[config.mk]
export PLATFORM = sky130hd
export DESIGN_NAME = irq_level_mask_ctrl
export DESIGN_NICKNAME = d
export VERILOG_FILES = /design/src/rtl/irq_lvl_pkg.sv /design/src/rtl/irq_lvl_ctrl.sv /design/src/rtl/irq_lvl_dp.sv /design/src/rtl/irq_level_mask_ctrl.sv
export SDC_FILE = /design/constraint.sdc
export NUM_CORES = 1
export LEC_CHECK = 0
export ABC_AREA = 1
export BUFFER_PORTS_ARGS = -buffer_cell sky130_fd_sc_hd__buf_2
export CAP_MARGIN = 25
export CORE_UTILIZATION = 55
export DETAILED_ROUTE_END_ITERATION = 6
export PLACE_DENSITY = 0.74
export SYNTH_ARGS = -nofsm -noshare
export SYNTH_HDL_FRONTEND = slang
export SYNTH_SLANG_ARGS = --single-unit
export TNS_END_PERCENT = 1
[constraint.sdc]
create_clock -name clk -period 16.88 [get_ports clk]
set_input_delay 1.688 -clock clk [delete_from_list [all_inputs] [get_ports clk]]
set_output_delay 1.688 -clock clk [all_outputs]
set_load 0.02 [all_outputs]
[src/rtl/irq_lvl_pkg.sv]
package irq_lvl_pkg;
  localparam int LVL_W = 4;
  localparam logic [LVL_W-1:0] MASK_OPEN = 4'hF;

  typedef struct packed {
    logic wrLevel;
    logic wrCurMask;
    logic wrSavedMask;
    logic wrBase;
    logic ackHw;
  } dpStrobe_t;

  typedef enum logic [2:0] {
    RD_NONE,
    RD_LEVEL,
    RD_CUR,
    RD_SAVED,
    RD_BASE,
    RD_SWACK
  } rdSel_t;
endpackage

[src/rtl/irq_lvl_ctrl.sv]
module irq_lvl_ctrl
  import irq_lvl_pkg::*;
#(
  parameter int NUM_SRC = 8,
  parameter int ADDR_W  = 4,
  parameter int IDX_W   = 3
) (
  input  logic              regWrEn,
  input  logic [ADDR_W-1:0] regAddr,
  input  logic              hwAckIn,
  output dpStrobe_t         strb,
  output rdSel_t            rdSel,
  output logic [IDX_W-1:0]  srcSel
);
  localparam int ADDR_CUR   = NUM_SRC;
  localparam int ADDR_SAVED = NUM_SRC + 1;
  localparam int ADDR_BASE  = NUM_SRC + 2;
  localparam int ADDR_SWACK = NUM_SRC + 3;

  int addrVal;

  always_comb begin
    addrVal = int'(regAddr);
    strb = '0;
    strb.ackHw = hwAckIn;
    rdSel = RD_NONE;
    srcSel = regAddr[IDX_W-1:0];
    if (addrVal < NUM_SRC) begin
      rdSel = RD_LEVEL;
      strb.wrLevel = regWrEn;
    end else if (addrVal == ADDR_CUR) begin
      rdSel = RD_CUR;
      // an acknowledge owns the mask registers for its cycle
      strb.wrCurMask = regWrEn && !hwAckIn;
    end else if (addrVal == ADDR_SAVED) begin
      rdSel = RD_SAVED;
      strb.wrSavedMask = regWrEn && !hwAckIn;
    end else if (addrVal == ADDR_BASE) begin
      rdSel = RD_BASE;
      strb.wrBase = regWrEn;
    end else if (addrVal == ADDR_SWACK) begin
      rdSel = RD_SWACK;
    end
  end
endmodule

[src/rtl/irq_lvl_dp.sv]
module irq_lvl_dp
  import irq_lvl_pkg::*;
#(
  parameter int NUM_SRC = 8,
  parameter int IDX_W   = 3,
  parameter int VEC_W   = 8,
  parameter logic [VEC_W-1:0] BASE_RST = 8'h40
) (
  input  logic              clk,
  input  logic              rstN,
  input  logic [NUM_SRC-1:0] reqIn,
  input  dpStrobe_t         strb,
  input  rdSel_t            rdSel,
  input  logic [IDX_W-1:0]  srcSel,
  input  logic [VEC_W-1:0]  regWrData,
  output logic [LVL_W-1:0]  coreLevelOut,
  output logic [VEC_W-1:0]  ackVecOut,
  output logic [VEC_W-1:0]  regRdData
);
  logic [LVL_W-1:0] srcLvl [NUM_SRC];
  logic [LVL_W-1:0] curMask, savedMask, coreLvlQ;
  logic [VEC_W-1:0] vecBase;
  logic [NUM_SRC-1:0] permit;
  logic             winValid;
  logic [IDX_W-1:0] winIdx;
  logic [LVL_W-1:0] winLvl;

  for (genvar g = 0; g < NUM_SRC; g++) begin : g_src
    assign permit[g] = reqIn[g] && (srcLvl[g] != '0) &&
                       ((curMask == MASK_OPEN) || (srcLvl[g] > curMask));

    always_ff @(posedge clk or negedge rstN) begin
      if (!rstN) srcLvl[g] <= '0;
      else if (strb.wrLevel && (int'(srcSel) == g)) srcLvl[g] <= regWrData[LVL_W-1:0];
    end
  end

  // highest level wins; strict compare keeps the lowest index on ties
  always_comb begin
    winValid = 1'b0;
    winIdx = '0;
    winLvl = '0;
    for (int i = 0; i < NUM_SRC; i++) begin
      if (permit[i] && (!winValid || srcLvl[i] > winLvl)) begin
        winValid = 1'b1;
        winIdx = IDX_W'(i);
        winLvl = srcLvl[i];
      end
    end
  end

  assign ackVecOut = winValid ? vecBase + VEC_W'(winIdx) : '0;

  always_ff @(posedge clk or negedge rstN) begin
    if (!rstN) begin
      curMask   <= MASK_OPEN;
      savedMask <= MASK_OPEN;
    end else if (strb.ackHw) begin
      if (winValid) begin
        savedMask <= curMask;
        curMask   <= winLvl;
      end
    end else begin
      if (strb.wrCurMask)   curMask   <= regWrData[LVL_W-1:0];
      if (strb.wrSavedMask) savedMask <= regWrData[LVL_W-1:0];
    end
  end

  always_ff @(posedge clk or negedge rstN) begin
    if (!rstN) begin
      vecBase  <= BASE_RST;
      coreLvlQ <= '0;
    end else begin
      if (strb.wrBase) vecBase <= regWrData;
      coreLvlQ <= winValid ? winLvl : '0;
    end
  end

  assign coreLevelOut = coreLvlQ;

  always_comb begin
    unique case (rdSel)
      RD_LEVEL: regRdData = VEC_W'(srcLvl[srcSel]);
      RD_CUR:   regRdData = VEC_W'(curMask);
      RD_SAVED: regRdData = VEC_W'(savedMask);
      RD_BASE:  regRdData = vecBase;
      RD_SWACK: regRdData = ackVecOut;
      default:  regRdData = '0;
    endcase
  end

  AST_ACK_SAVES_MASK: assert property (@(posedge clk) disable iff (!rstN)
    strb.ackHw && winValid |=> savedMask == $past(curMask));
  AST_ACK_RAISES_MASK: assert property (@(posedge clk) disable iff (!rstN)
    strb.ackHw && winValid |=> curMask == $past(winLvl));
  AST_EMPTY_ACK_HOLDS: assert property (@(posedge clk) disable iff (!rstN)
    strb.ackHw && !winValid |=> $stable(curMask) && $stable(savedMask));
  AST_LEVEL_ABOVE_MASK: assert property (@(posedge clk) disable iff (!rstN)
    coreLvlQ != '0 |-> ($past(curMask) == MASK_OPEN || coreLvlQ > $past(curMask)));
  AST_WINNER_PERMITTED: assert property (@(posedge clk) disable iff (!rstN)
    winValid |-> permit[winIdx]);
endmodule

[src/rtl/irq_level_mask_ctrl.sv]
module irq_level_mask_ctrl
  import irq_lvl_pkg::*;
#(
  parameter int NUM_SRC = 8,
  parameter int ADDR_W  = 4,
  parameter int VEC_W   = 8,
  parameter logic [VEC_W-1:0] BASE_RST = 8'h40
) (
  input  logic               clk,
  input  logic               rstN,
  input  logic [NUM_SRC-1:0] reqIn,
  input  logic               hwAckIn,
  output logic [VEC_W-1:0]   ackVecOut,
  input  logic [ADDR_W-1:0]  regAddr,
  input  logic               regWrEn,
  input  logic [VEC_W-1:0]   regWrData,
  output logic [VEC_W-1:0]   regRdData,
  output logic [LVL_W-1:0]   coreLevelOut
);
  localparam int IDX_W = (NUM_SRC > 1) ? $clog2(NUM_SRC) : 1;

  dpStrobe_t        strb;
  rdSel_t           rdSel;
  logic [IDX_W-1:0] srcSel;

  irq_lvl_ctrl #(.NUM_SRC(NUM_SRC), .ADDR_W(ADDR_W), .IDX_W(IDX_W)) u_ctrl (
    .regWrEn (regWrEn),
    .regAddr (regAddr),
    .hwAckIn (hwAckIn),
    .strb    (strb),
    .rdSel   (rdSel),
    .srcSel  (srcSel)
  );

  irq_lvl_dp #(.NUM_SRC(NUM_SRC), .IDX_W(IDX_W), .VEC_W(VEC_W), .BASE_RST(BASE_RST)) u_dp (
    .clk          (clk),
    .rstN         (rstN),
    .reqIn        (reqIn),
    .strb         (strb),
    .rdSel        (rdSel),
    .srcSel       (srcSel),
    .regWrData    (regWrData),
    .coreLevelOut (coreLevelOut),
    .ackVecOut    (ackVecOut),
    .regRdData    (regRdData)
  );
endmodule

==> results of run 1 <==
## worst max path at each step
stage	depth (start not counted)	startpoint	to
finish	91	u_dp.curMask[1]$_DFFE_PN1P_	regRdData[6]
global route	93	u_dp.curMask[1]$_DFFE_PN1P_	regRdData[7]
detailed placement	85	reqIn[0]	regRdData[6]
global placement	87	reqIn[0]	regRdData[6]
CTS	91	u_dp.curMask[1]$_DFFE_PN1P_	regRdData[6]
floorplan	84	reqIn[0]	regRdData[6]
## final cells by class
| cell class | count | area share, % |
|---|---|---|
| Timing Repair Buffer | 44 | 4.30 |
| Tap cell | 105 | 2.54 |
| Multi-Input combinational cell | 519 | 59.6 |
| Clock buffer | 5 | 1.33 |
| Sequential cell | 52 | 25.4 |
| Inverter | 88 | 6.38 |
| Clock inverter | 3 | 0.508 |
## worst max-delay path, delay by kind of cell (launching register included)
family	cells	cell delay, ps
AOI/OAI and AO/OA	16	1990
xor gates and xnor gates	1	160
adders and majority gates	10	3050
buffers and inverters	14	1430
DFF	1	590
and+or+nand+nor	50	4730
## metal layers
metal  vias up  GRT usage (%)  routed length (um)
li1       2328              -                   -
met1      2254           42.1                5870
met2       185           54.3                6470
met3        43           4.19                 782
met4         0           15.0                 485
met5         -              0                   0
## placed cells by master (no fill, tap or decap), types with 3 or more instances in the layout
cell type and count:
nand3_2 3, nand3_1 52, nand2_2 10, o211ai_1 4, ha_1 63, inv_2 3
clkbuf_8 5, o21ai_0 57, o22ai_1 15, inv_1 84, a221oi_1 4, nand2_1 154
xor2_1 3, dfrtp_1 43, o21bai_1 3, a21oi_1 43, and2_1 15, nand2_4 3
dfstp_2 9, nor2_1 53, nand4_1 8, buf_2 43, a21oi_2 4
## kinds of logic (layout without fill, tap and decap cells)
group | count (synthesis) | in the layout | synth area share [%]
XOR/XNOR | 3 | 3 | 0.554
adder cells (fa/ha/maj) | 64 | 64 | 17.0
flip-flops | 52 | 52 | 27.7
multiplexers | 1 | 1 | 0.237
AO/OA/AOI/OAI | 142 | 142 | 17.4
buffers and inverters | 91 | 140 | 7.28
AND/OR/NAND/NOR | 309 | 309 | 29.8
## through the flow
stage / hold slack (ps) / utilization (%) / power (mW)
finish: 526 / 62.4 / 0.963
global route: 548 / 62.4 / 1.07
floorplan: 468 / - / 0.693
detailed placement: 505 / 61.2 / 0.875
CTS: 526 / 62.4 / 0.956
global placement: 492 / 61.2 / 0.845
## where the power goes
part           switching (mW)  total (mW)  internal (mW)
logic                   0.424       0.666          0.242
clock network          0.0453      0.0756         0.0302
registers              0.0519       0.221          0.169
total                   0.522       0.963          0.441
## flip-flops by register name (all words and copies together) (netlist names)
name	count
u_dp.coreLevelOut	4
u_dp.curMask	4
u_dp.savedMask	4
u_dp.srcLvl	32
u_dp.vecBase	8
==> results summary, run 1 <==
The maximum buffer depth of the clock tree is 2. The remaining antenna violation count after routing came out at 0. The maximum level of the CTS H-tree is 2. Along the worst path, the maximum fanout reaches 9.

The number of setup violations in the final report is 0. The final RePlAce weighted congestion came out at 0.959. The startpoint identified for the worst register-to-register timing path is u_dp.curMask[1]$_DFFE_PN1P_. TritonCTS built the clock tree. The worst setup path is launched from a flip-flop. The final count of hold timing violations was 0. The total of flip-flops plus latches after synthesis came out at 52.

The initial cell density of the core is 57.1%. In this run the biggest area consumer among cell types represents 22.7% of the synthesized area. The most used flip-flop cell after synthesis is dfrtp_1. The I/O pin total came out at 44. The largest total area in the synthesized netlist belongs to dfrtp_1. The maximum operating frequency came out at 71.6 MHz. The worst hold path passes through 2 cells.

The later pin in the worst-skew pair is clocked with a latency of 310 ps. The synthesized net count is 750. The number of different library cells used by synthesis comes to 45. The path type of the worst min-delay path is flip-flop to flip-flop. The aggregate global routing overflow is 0. The count of max-cap constraint violations came out at 0.

The number of antenna violations at the first check in global routing is 0. After detailed placement, the total cell area comes to 5080 um2. The first global-routing pass estimated 22300 um of wire. The post-placement cell count came out at 808.

For this design the ratio of total power to cell area is 186 nW/um2. Measured in cells, the most critical reg-to-reg path has a length of 81. In the routed design, unresolved DRC markers number 0. The floorplan step defined a die boundary enclosing 9000 um2. The count of vias placed by the detailed router is 4810. The final layout net count is 798.

The mapped netlist covers 4740 um2. The floorplan has 33 rows. The area taken by multi-input logic gates is 3080 um2. Leaving out filler cells and counting taps, the final layout contains 816. The core area is 8300 um2. By area the synthesized netlist is led by dfrtp_1, ha_1, nand2_1, inv_1, o21ai_0.

The setup fix buffers added after clock tree synthesis is 0. For this run, asynchronously set or reset flops after synthesis account for 100%. In this run the register-to-register setup slack is 6340 ps. The area growth from synthesis to layout is 9.16%. TritonCTS created 5 clock buffers.

The worst vdd rail ir drop came out at 0.123 mV. The total negative slack for setup checks came out at 0 ps. For this run, the number of Yosys warnings is 0.

The critical path data required time is 15190 ps. The critical path in this run is classified as flip-flop to output port. The max-slew violation count came to 0. After synthesis, the most frequently instantiated cells are nand2_1, inv_1, ha_1.

The cell sitting at the root of the clock tree is a clkbuf_8. The endpoint arrival time on the critical path is 12290 ps. Synthesis produced a netlist whose cell count is 662. The number of antenna diodes in the final layout is 0. Counting flops with a built-in enable in the synthesized netlist gives 0.

The floorplan die height came out at 94.9 um. The number of vias per cell after detailed routing is 5.89. Setup repair after global routing left no endpoint under its margin. On the critical path, the stage with the largest delay is an instance of dfstp_2. In the global route stage, overall resource usage came out at 32.7%. The final critical delay including setup and external delays came out at 13970 ps. By instance count, the cell type seen most on the critical path is nand2_1. The minimum setup slack in the final design is 2910 ps. After routing the design area is 5180 um2. In this run the mean area of a mapped cell was 7.16 um2. The clock drives 52 sinks.

For this run, the detailed router's first-pass iteration total came to 5. Between clock sinks in the finished design, the worst skew comes to 5.55 ps. The sequential fraction of the synthesis area is 27.7%.

The number of buffers inserted by port buffering is 43. The actual slew at the worst max-slew pin is 658 ps. The clock-pin slew reported for the worst setup and hold paths after clock tree synthesis came out at 100 ps. The filler cell count came out at 764. The post-DP HPWL is 10400 um. The starting DRC count in detailed routing came out at 310.

The end of the worst register-to-register path is u_dp.curMask[3]$_DFFE_PN1P_. The hold-fix buffer count after cts is 0. The leakage component of the power is 2.69 nW. The die width came out at 94.9 um. The count of instances resized after the clock tree is built is 0. The fraction of final layout cells sized beyond drive strength 1 came out at 13.4%. The maximum number of pins on one net before global-route repair came out at 53. STA classifies the critical path endpoint as an output port. The worst hold path begins at u_dp.srcLvl[16]$_DFFE_PN0P_. The worst path uses 82.8% of the clock period.

The critical path's largest stage delay came out at 590 ps. In the post-synthesis netlist, the cell with the most instances is nand2_1. The flow ran to the end, and the final reports show no timing, DRC or antenna violations.

The worst hold path terminates at u_dp.srcLvl[16]$_DFFE_PN0P_. The area taken by flip-flops and latches came out at 1310 um2. The worst slew margin relative to its limit is 56.2%.

The aggregate routed wire length is 13600 um. Timing analysis after detailed placement gives a worst setup slack of 3200 ps. The routed wirelength normalized by instance count came out at 16.7 um.

The number of global-route vias before repair came out at 4705.
Note: power is estimated with default switching activity, not from simulation.
==> inputs of run 2 (changes only) <==
--- a/config.mk
+++ b/config.mk
@@ -5,7 +5,7 @@
 export SDC_FILE = /design/constraint.sdc
 export NUM_CORES = 1
 export LEC_CHECK = 0
-export ABC_AREA = 1
+export ABC_AREA = 0
 export BUFFER_PORTS_ARGS = -buffer_cell sky130_fd_sc_hd__buf_2
 export CAP_MARGIN = 25
 export CORE_UTILIZATION = 55
==> constraint.sdc (replaced) <==
create_clock -name clk -period 13.1 [get_ports clk]
set_input_delay 1.31 -clock clk [delete_from_list [all_inputs] [get_ports clk]]
set_output_delay 1.31 -clock clk [all_outputs]
set_load 0.02 [all_outputs]
==> run 2 against run 1 <==
  * Utilization grew 7.4 points
  * Highest routed layer unchanged
  * Largest cell class unchanged
  * Wire length grew 8.9%
  * The run now ends with setup timing left
  * Sequential power grew 30%
  * Global-route usage shrank 0.52 points
  * Die area grew 3.1%
  * Final cell count shrank 12%
==> results summary, run 2 <==
The flow ran to the end, but the final reports show violations. The final reports fail on setup timing. The final worst-path cycle share is 102%. The worst slew margin relative to its limit is 47.3%.

The area taken by flip-flops and latches came out at 1310 um2. In this run, post-CTS hold repair placed 0 buffers. Per report_power, the combinational group accounts for 78.4% of the total. Across all layers, the routed design uses 4670 vias. The number of clock buffers inserted by TritonCTS is 5. In the global route stage, met3 resource usage came out at 4.58%.

The worst vdd rail ir drop came out at 0.176 mV. The core area is 8680 um2. The number of different library cells in the post-synthesis netlist came out at 74. No sink is reached through more buffers than the 2 on the longest clock path.

In the layout the commonest cells are buf_4, ha_1, dfrtp_1. The met2 global-route usage is 52.1%. In this design, the critical path's most frequently occurring cell is o21a_1. The tightest min-delay check is of the flip-flop to flip-flop type. The most used flip-flop cell after synthesis is dfrtp_1. The switching share of power is 46.8%. The number of global-route vias before repair came out at 4433.

The number of stages on the worst hold path came out at 2. The remaining antenna violation count after routing came out at 0. The post-synthesis cell count came out at 515. The top cell type by area accounts for 22.0% of the synthesized area.

Across the run, the number of max-cap violations was 0. The total power draw came out at 1.77 mW. For this block, the initial DRC count from the detailed router was 323. The aggregate global routing overflow came out at 0. Once layout is done, the placed cells without fillers occupy 6060 um2. The number of antenna violations at the first check in global routing came out at 0.

The final RePlAce weighted congestion came out at 0.933. The total number of yosys warnings is 0. By area the synthesized netlist is led by dfrtp_1, ha_1, mux2_2, dfstp_2, a21oi_1.

The clock net sink count came out at 52. Summing all multi-input logic gate instances after layout gives 3740 um2. The clock network latency to the later pin of the worst-skew pair came out at 310 ps. The post-DP HPWL came out at 10700 um. The number of vias per cell after detailed routing came out at 6.50. Setup violations remaining at the end of the flow were counted as 11.

The category of the critical setup timing path is flip-flop to output port. The mapped netlist covers 4890 um2. In this run, synthesis inferred 0 flip-flops with an integrated enable. Synthesis inferred 52 register bits. The fraction of final layout cells sized beyond drive strength 1 came out at 38.7%. The critical path data required time is 11790 ps.

The detailed-routing iteration count for the pre-antenna-repair pass came out at 5. The fraction of met1 tracks used by global routing is 44.2%. The number of antenna diodes in the final layout is 0.

After synthesis, the share of flip-flops with an asynchronous set or reset is 100%. The leading cell type in the layout, fill and taps excluded is buf_4. The worst reg-to-reg path cell count is 63.

The final critical delay including setup and external delays is 13380 ps. The clock skew after layout came out at 9.97 ps. The final layout contains 697 nets. Across all setup checks in the final design, the least slack found is -277 ps. The largest driver fanout on the critical path came out at 6.

For this configuration, the core starts out at a cell density of 56.4%. The library cell with the highest instance count after synthesis is ha_1. For the pin with the worst max-slew slack, the measured transition is 784 ps. The largest registers in the layout are u_dp.srcLvl: 32 flops, u_dp.vecBase: 8 flops.

The die outline area came out at 9270 um2. The final routed DRC violation total is 0. The register with the most flip-flops in the layout has 32 of them.

The filler cell count is 666. u_dp.srcLvl holds more flip-flops than any other register. The critical path's largest stage delay is 580 ps. The internal power summed over all cells came out at 943 uW.

Dividing the synthesized area by the synthesized cell count gives 9.50 um2. CTS built an H-tree with a depth of 2. The maximum number of pins on one net before global-route repair came out at 53.

The floorplan step set the die width to 96.3 um. The area growth from synthesis to layout came out at 23.9%. The areal power density over the cells is 293 nW/um2. The synthesized net count is 603. The final count of hold timing violations is 0.

TritonCTS built the clock tree. The clock-pin slew reported for the worst setup and hold paths after clock tree synthesis is 100 ps. The total global-route track usage came out at 32.1%. The number of buffers inserted by port buffering came out at 43.

In this run the count of I/O pins placed on the die edge is 44. The aggregate routed wire length came out at 14800 um. The clock network accounts for 5.4% of the total power. Setup repair after global routing could not meet its margin everywhere.

The net load switching power is 830 uW. Measured along the y axis, the die boundary spans 96.3 um. The critical path startpoint category is a flip-flop. The number of cell rows came out at 34. STA classifies the critical path endpoint as an output port. The share of total power in sequential cells came out at 16.2%. The maximum operating frequency came out at 74.8 MHz.

The standard cell area after detailed placement is 5520 um2. The analysis attributes to cell leakage a power of 2.68 nW. On the critical path, the stage with the largest delay is an instance of dfstp_2. The cell chosen for the clock root is clkbuf_8. The layer flagged by global routing as most heavily used is met2. The first global-routing pass estimated 22400 um of wire. For the worst setup path, the data arrival time is 12070 ps. The cell type with the largest total area after synthesis is dfrtp_1.

Dividing the detail-routed wire length by the instance count gives 20.6 um. Summing the sequential cell areas from Yosys gives 26.8% of the chip area. The max-slew violation count is 0.

By count the netlist is led by ha_1, dfrtp_1, nor2_1.
## run 2: cell count changes after synthesis, sizes merged, moves of 17 or more
cell and change:
nand2 -132, o21ai -29, mux2 +38, nand3 -46, inv -66, mux2i +17
## run 2: final timing paths
check	start	end	slack, ps
worst max-delay path	u_dp.curMask[2]$_DFFE_PN1P_	regRdData[7]	-280
worst min-delay path	u_dp.savedMask[1]$_DFFE_PN1P_	u_dp.savedMask[1]$_DFFE_PN1P_	510
worst max register to register	u_dp.curMask[2]$_DFFE_PN1P_	u_dp.curMask[3]$_DFFE_PN1P_	2020
worst min register to register	u_dp.savedMask[1]$_DFFE_PN1P_	u_dp.savedMask[1]$_DFFE_PN1P_	510
max in group asynchronous	rstN	u_dp.srcLvl[22]$_DFFE_PN0P_	11550
min in group asynchronous	rstN	u_dp.vecBase[4]$_DFFE_PN0P_	1110
## run 2: power by group through the flow
stage | combinational [mW] | sequential (mW) | clock, mW
6_report | 1.39 | 0.287 | 0.0964
3_3_place_gp | 1.07 | 0.284 | 0
4_1_cts | 1.25 | 0.282 | 0.0982
2_1_floorplan | 0.765 | 0.271 | 0
3_5_place_dp | 1.12 | 0.285 | 0
5_1_grt | 1.51 | 0.293 | 0.104
## run 2: what timing repair did
action / CTS / global route
setup endpoints to repair: 15 / 16
pin swaps: 26 / 30
gates resized for setup: 31 / 25
endpoints found under the hold margin: 0 / 0
buffers inserted: 15 / 7
## run 2: stage by stage
stage	std cells	hold slack, ps	util (%)	worst slack [ps]	TNS [ps]
floorplan	515	481	-	-200	-511
detailed placement	688	492	63.6	-555	-4670
finish	718	507	69.8	-277	-1510
global route	718	531	69.8	-849	-8920
global placement	688	492	63.6	-195	-723
CTS	711	509	67.6	-341	-2230
## run 2: layout make-up
class,count,area share (%)
clock buffer,8,1.49
inverter,21,1.30
multi-input combinational,425,61.7
sequential,52,21.7
tap,108,2.23
timing repair buffer,104,11.6
## run 2: kinds of logic after synthesis
logic type               count (synthesis)  share of synthesized area (%)
AND/OR/NAND/NOR                        148                           16.1
AO/OA/AOI/OAI                          144                           20.4
multiplexers                            64                           16.2
adder cells (fa/ha/maj)                 64                           16.5
flip-flops                              52                           26.8
buffers and inverters                   38                           3.10
XOR/XNOR                                 5                          0.896
## run 2: worst max-delay path: cells and delay by family (launching register included)
| family | cells | cell delay [ps] |
|---|---|---|
| XOR/XNOR | 1 | 160 |
| multiplexers | 1 | 180 |
| adder cells (fa/ha/maj) | 9 | 2260 |
| buffers and inverters | 4 | 470 |
| AO/OA/AOI/OAI | 38 | 6210 |
| flip-flops | 1 | 580 |
| AND/OR/NAND/NOR | 18 | 1850 |
## run 2: metal layers
layer  vias up  share of wire [%]
li1       2152                  -
met1      2267                 43
met2       211                 47
met3        40                7.4
met4         0                2.9
met5         -                  0
==> inputs of run 3 (changes only) <==
--- a/config.mk
+++ b/config.mk
@@ -9,8 +9,10 @@
 export BUFFER_PORTS_ARGS = -buffer_cell sky130_fd_sc_hd__buf_2
 export CAP_MARGIN = 25
 export CORE_UTILIZATION = 55
+export CTS_CLUSTER_SIZE = 30
 export DETAILED_ROUTE_END_ITERATION = 6
 export PLACE_DENSITY = 0.74
+export SLEW_MARGIN = 20
 export SYNTH_ARGS = -nofsm -noshare
 export SYNTH_HDL_FRONTEND = slang
 export SYNTH_SLANG_ARGS = --single-unit
==> constraint.sdc (replaced) <==
create_clock -name clk -period 13.9 [get_ports clk]
set_input_delay 1.39 -clock clk [delete_from_list [all_inputs] [get_ports clk]]
set_output_delay 1.39 -clock clk [all_outputs]
set_load 0.02 [all_outputs]
==> run 3 against run 2 <==
  * The flow still finishes with violations (setup timing)
  * Clock power up 7%
  * Via count shrank 2.7%
  * Register-to-register slack gained 250 ps
  * Combinational power decreased by 12%
  * Flip-flop and latch count did not move
  * Critical endpoint is now regRdData[6]
  * Largest cell class unchanged
  * Largest power group unchanged
==> results summary, run 3 (same netlist as run 2, synthesis figures left out) <==
The run finished, with violations left. The checks that failed: setup timing. In the layout the commonest cells are ha_1, dfrtp_1, mux2_2. The max-slew violation count came out at 0. The first global-routing pass estimated 21100 um of wire. The clock-pin slew reported for the worst setup and hold paths after clock tree synthesis came out at 90 ps.

44 I/O pins were placed. The first routing iteration left 434 violations. The min-delay analysis places its worst path in the category flip-flop to flip-flop. For met1 alone, demand over resource in global routing was 41.7%. The detailed-routing iteration count for the pre-antenna-repair pass is 6. The number of stages on the worst hold path is 2. The cell chosen for the clock root is clkbuf_8. The cell with the largest stage delay on the worst path is nor3_1. The H-tree was split into 2 levels. The final layout net count came out at 668. The final cell count without fillers is 689. Using the TritonRoute via totals, the vias-per-cell ratio works out to 6.60.

The number of antenna violations at the first check in global routing was 0. The hold-fix buffer count after cts is 0. The number of antenna diodes in the final layout is 0. The TritonCTS clock tree is built. The category of the critical setup timing path is input pin to output port. The endpoint arrival time on the critical path is 12730 ps.

The final worst-path cycle share came out at 102%. The area growth from synthesis to layout is 20.6%. The layer flagged by global routing as most heavily used is met2.

The largest driver fanout on the critical path is 5. The total negative slack for setup checks is -776 ps. The number of global-route vias before repair came out at 4141.

The post-placement cell count came out at 670. The initial cell density of the core came out at 56.4%. In this run the tightest slew margin relative to its limit is 48.4%. Setup repair after global routing could not meet its margin everywhere. The worst-case IR drop observed on VDD is 0.135 mV.

The remaining antenna violation count after routing came out at 0. The actual slew at the worst max-slew pin came out at 771 ps. The filler cell count is 690.

The final count of hold timing violations was 0. The final routed DRC violation total is 0. The total global-route track usage is 30.2%. The fraction of final layout cells sized beyond drive strength 1 is 36.3%. The final critical delay including setup and external delays is 14120 ps. The worst reg-to-reg path cell count is 61. The critical path data required time is 12510 ps. The end-of-flow core utilization is 68.0%.

The floorplan die height came out at 96.3 um. The library cell used most frequently in the layout, excluding fill and tap cells, is ha_1. For this design the ratio of total power to cell area is 273 nW/um2.

The aggregate global routing overflow came out at 0. The met3 track demand over resource in global routing came out at 4.82%. On the worst path, the slowest cell contributes a delay of 430 ps. Power comes to 1.61 mW. The maximum buffer depth of the clock tree came out at 2. The final RePlAce weighted congestion is 0.959. The post-DP HPWL is 10400 um. The number of clock buffers inserted by TritonCTS came out at 5. The register with the highest flop count is u_dp.srcLvl.

The maximum number of pins on one net before global-route repair came out at 53. The number of setup violations in the final report came out at 8. The number of buffers inserted by port buffering is 43. The number of cell rows is 34. The critical path startpoint category is an input pin. The clock skew after layout came out at 5.87 ps. The leakage component of the power is 2.57 nW. The minimum setup slack in the final design is -216 ps. The flip-flop count of the largest register, all copies and words added is 32. The die width is 96.3 um. The clock network latency to the later pin of the worst-skew pair came out at 300 ps. The critical path endpoint category is an output port. Clock tree synthesis found a total of 52 sinks.

Wires add up to 14400 um. Counting stages on the worst path, the most repeated cell is o21a_1. Across the run, the number of max-cap violations was 0. In the global route stage, met2 resource usage came out at 49.5%. The final route contains 4546 vias. Based on the critical path, the design can be clocked at up to 70.8 MHz. The core area is 8680 um2. The largest registers in the layout are u_dp.srcLvl: 32 flops, u_dp.vecBase: 8 flops. The die covers 9270 um2. The routed wirelength normalized by instance count is 20.9 um.
## run 3: cell count changes in the layout (fill, tap and decap cells not counted), moves of 2 or more
cell,before,now
nand2_2,2,4
o21ai_1,7,5
buf_6,4,7
nor2b_1,11,8
buf_2,37,35
nor2b_4,0,2
buf_4,63,32
## run 3: repair_timing
item | CTS | global route
endpoints found under the setup margin | 15 | 15
buffers inserted | 4 | 7
resized for setup | 17 | 63
pin swaps | 5 | 40
## run 3: path summary, 6_finish.rpt
| kind | from | end | slack, ps |
|---|---|---|---|
| worst max register to register | u_dp.curMask[1]$_DFFE_PN1P_ | u_dp.curMask[0]$_DFFE_PN1P_ | 2270 |
| min in group asynchronous | rstN | u_dp.vecBase[7]$_DFFE_PN0P_ | 1200 |
| worst max-delay path | reqIn[0] | regRdData[6] | -220 |
| max in group asynchronous | rstN | u_dp.srcLvl[10]$_DFFE_PN0P_ | 12260 |
| worst min-delay path | u_dp.savedMask[3]$_DFFE_PN1P_ | u_dp.savedMask[3]$_DFFE_PN1P_ | 510 |
| worst min register to register | u_dp.savedMask[3]$_DFFE_PN1P_ | u_dp.savedMask[3]$_DFFE_PN1P_ | 510 |
## run 3: area by class of cell
type | instances | area, um2 | share of cell area, %
timing repair buffer | 75 | 514 | 8.72
clock inverter | 2 | 35.0 | 0.594
clock buffer | 6 | 72.6 | 1.23
tap | 108 | 135 | 2.29
inverter | 21 | 78.8 | 1.34
multi-input combinational | 425 | 3750 | 63.6
sequential | 52 | 1310 | 22.2
## run 3: per-stage QoR
step | hold slack [ps] | worst slack [ps] | instance area, um2
finish | 512 | -216 | 5900
global route | 532 | -845 | 5900
CTS | 512 | 3.11 | 5540
detailed placement | 500 | -577 | 5350
global placement | 493 | -251 | 5350
floorplan | 481 | -35.8 | 4900
## run 3: report_power, final
group          leakage (nW)  switching, mW  internal, mW
clock                0.0552         0.0496        0.0535
sequential            0.622         0.0686         0.205
combinational          1.89          0.655         0.577
## run 3: worst max-delay path: cells and delay by family
| family | cells | cell delay (ps) |
|---|---|---|
| fa+ha+maj | 9 | 2410 |
| simple gates | 17 | 2270 |
| xor+xnor | 1 | 170 |
| compound gates | 35 | 5950 |
| buf+inv | 3 | 360 |
| mux | 1 | 170 |
## run 3: layer usage
metal / vias to the layer above / part of all wire (%)
met1: 2229 / 41
met2: 203 / 49
li1: 2084 / -
met3: 30 / 8.2
met5: - / 0
met4: 0 / 1.7
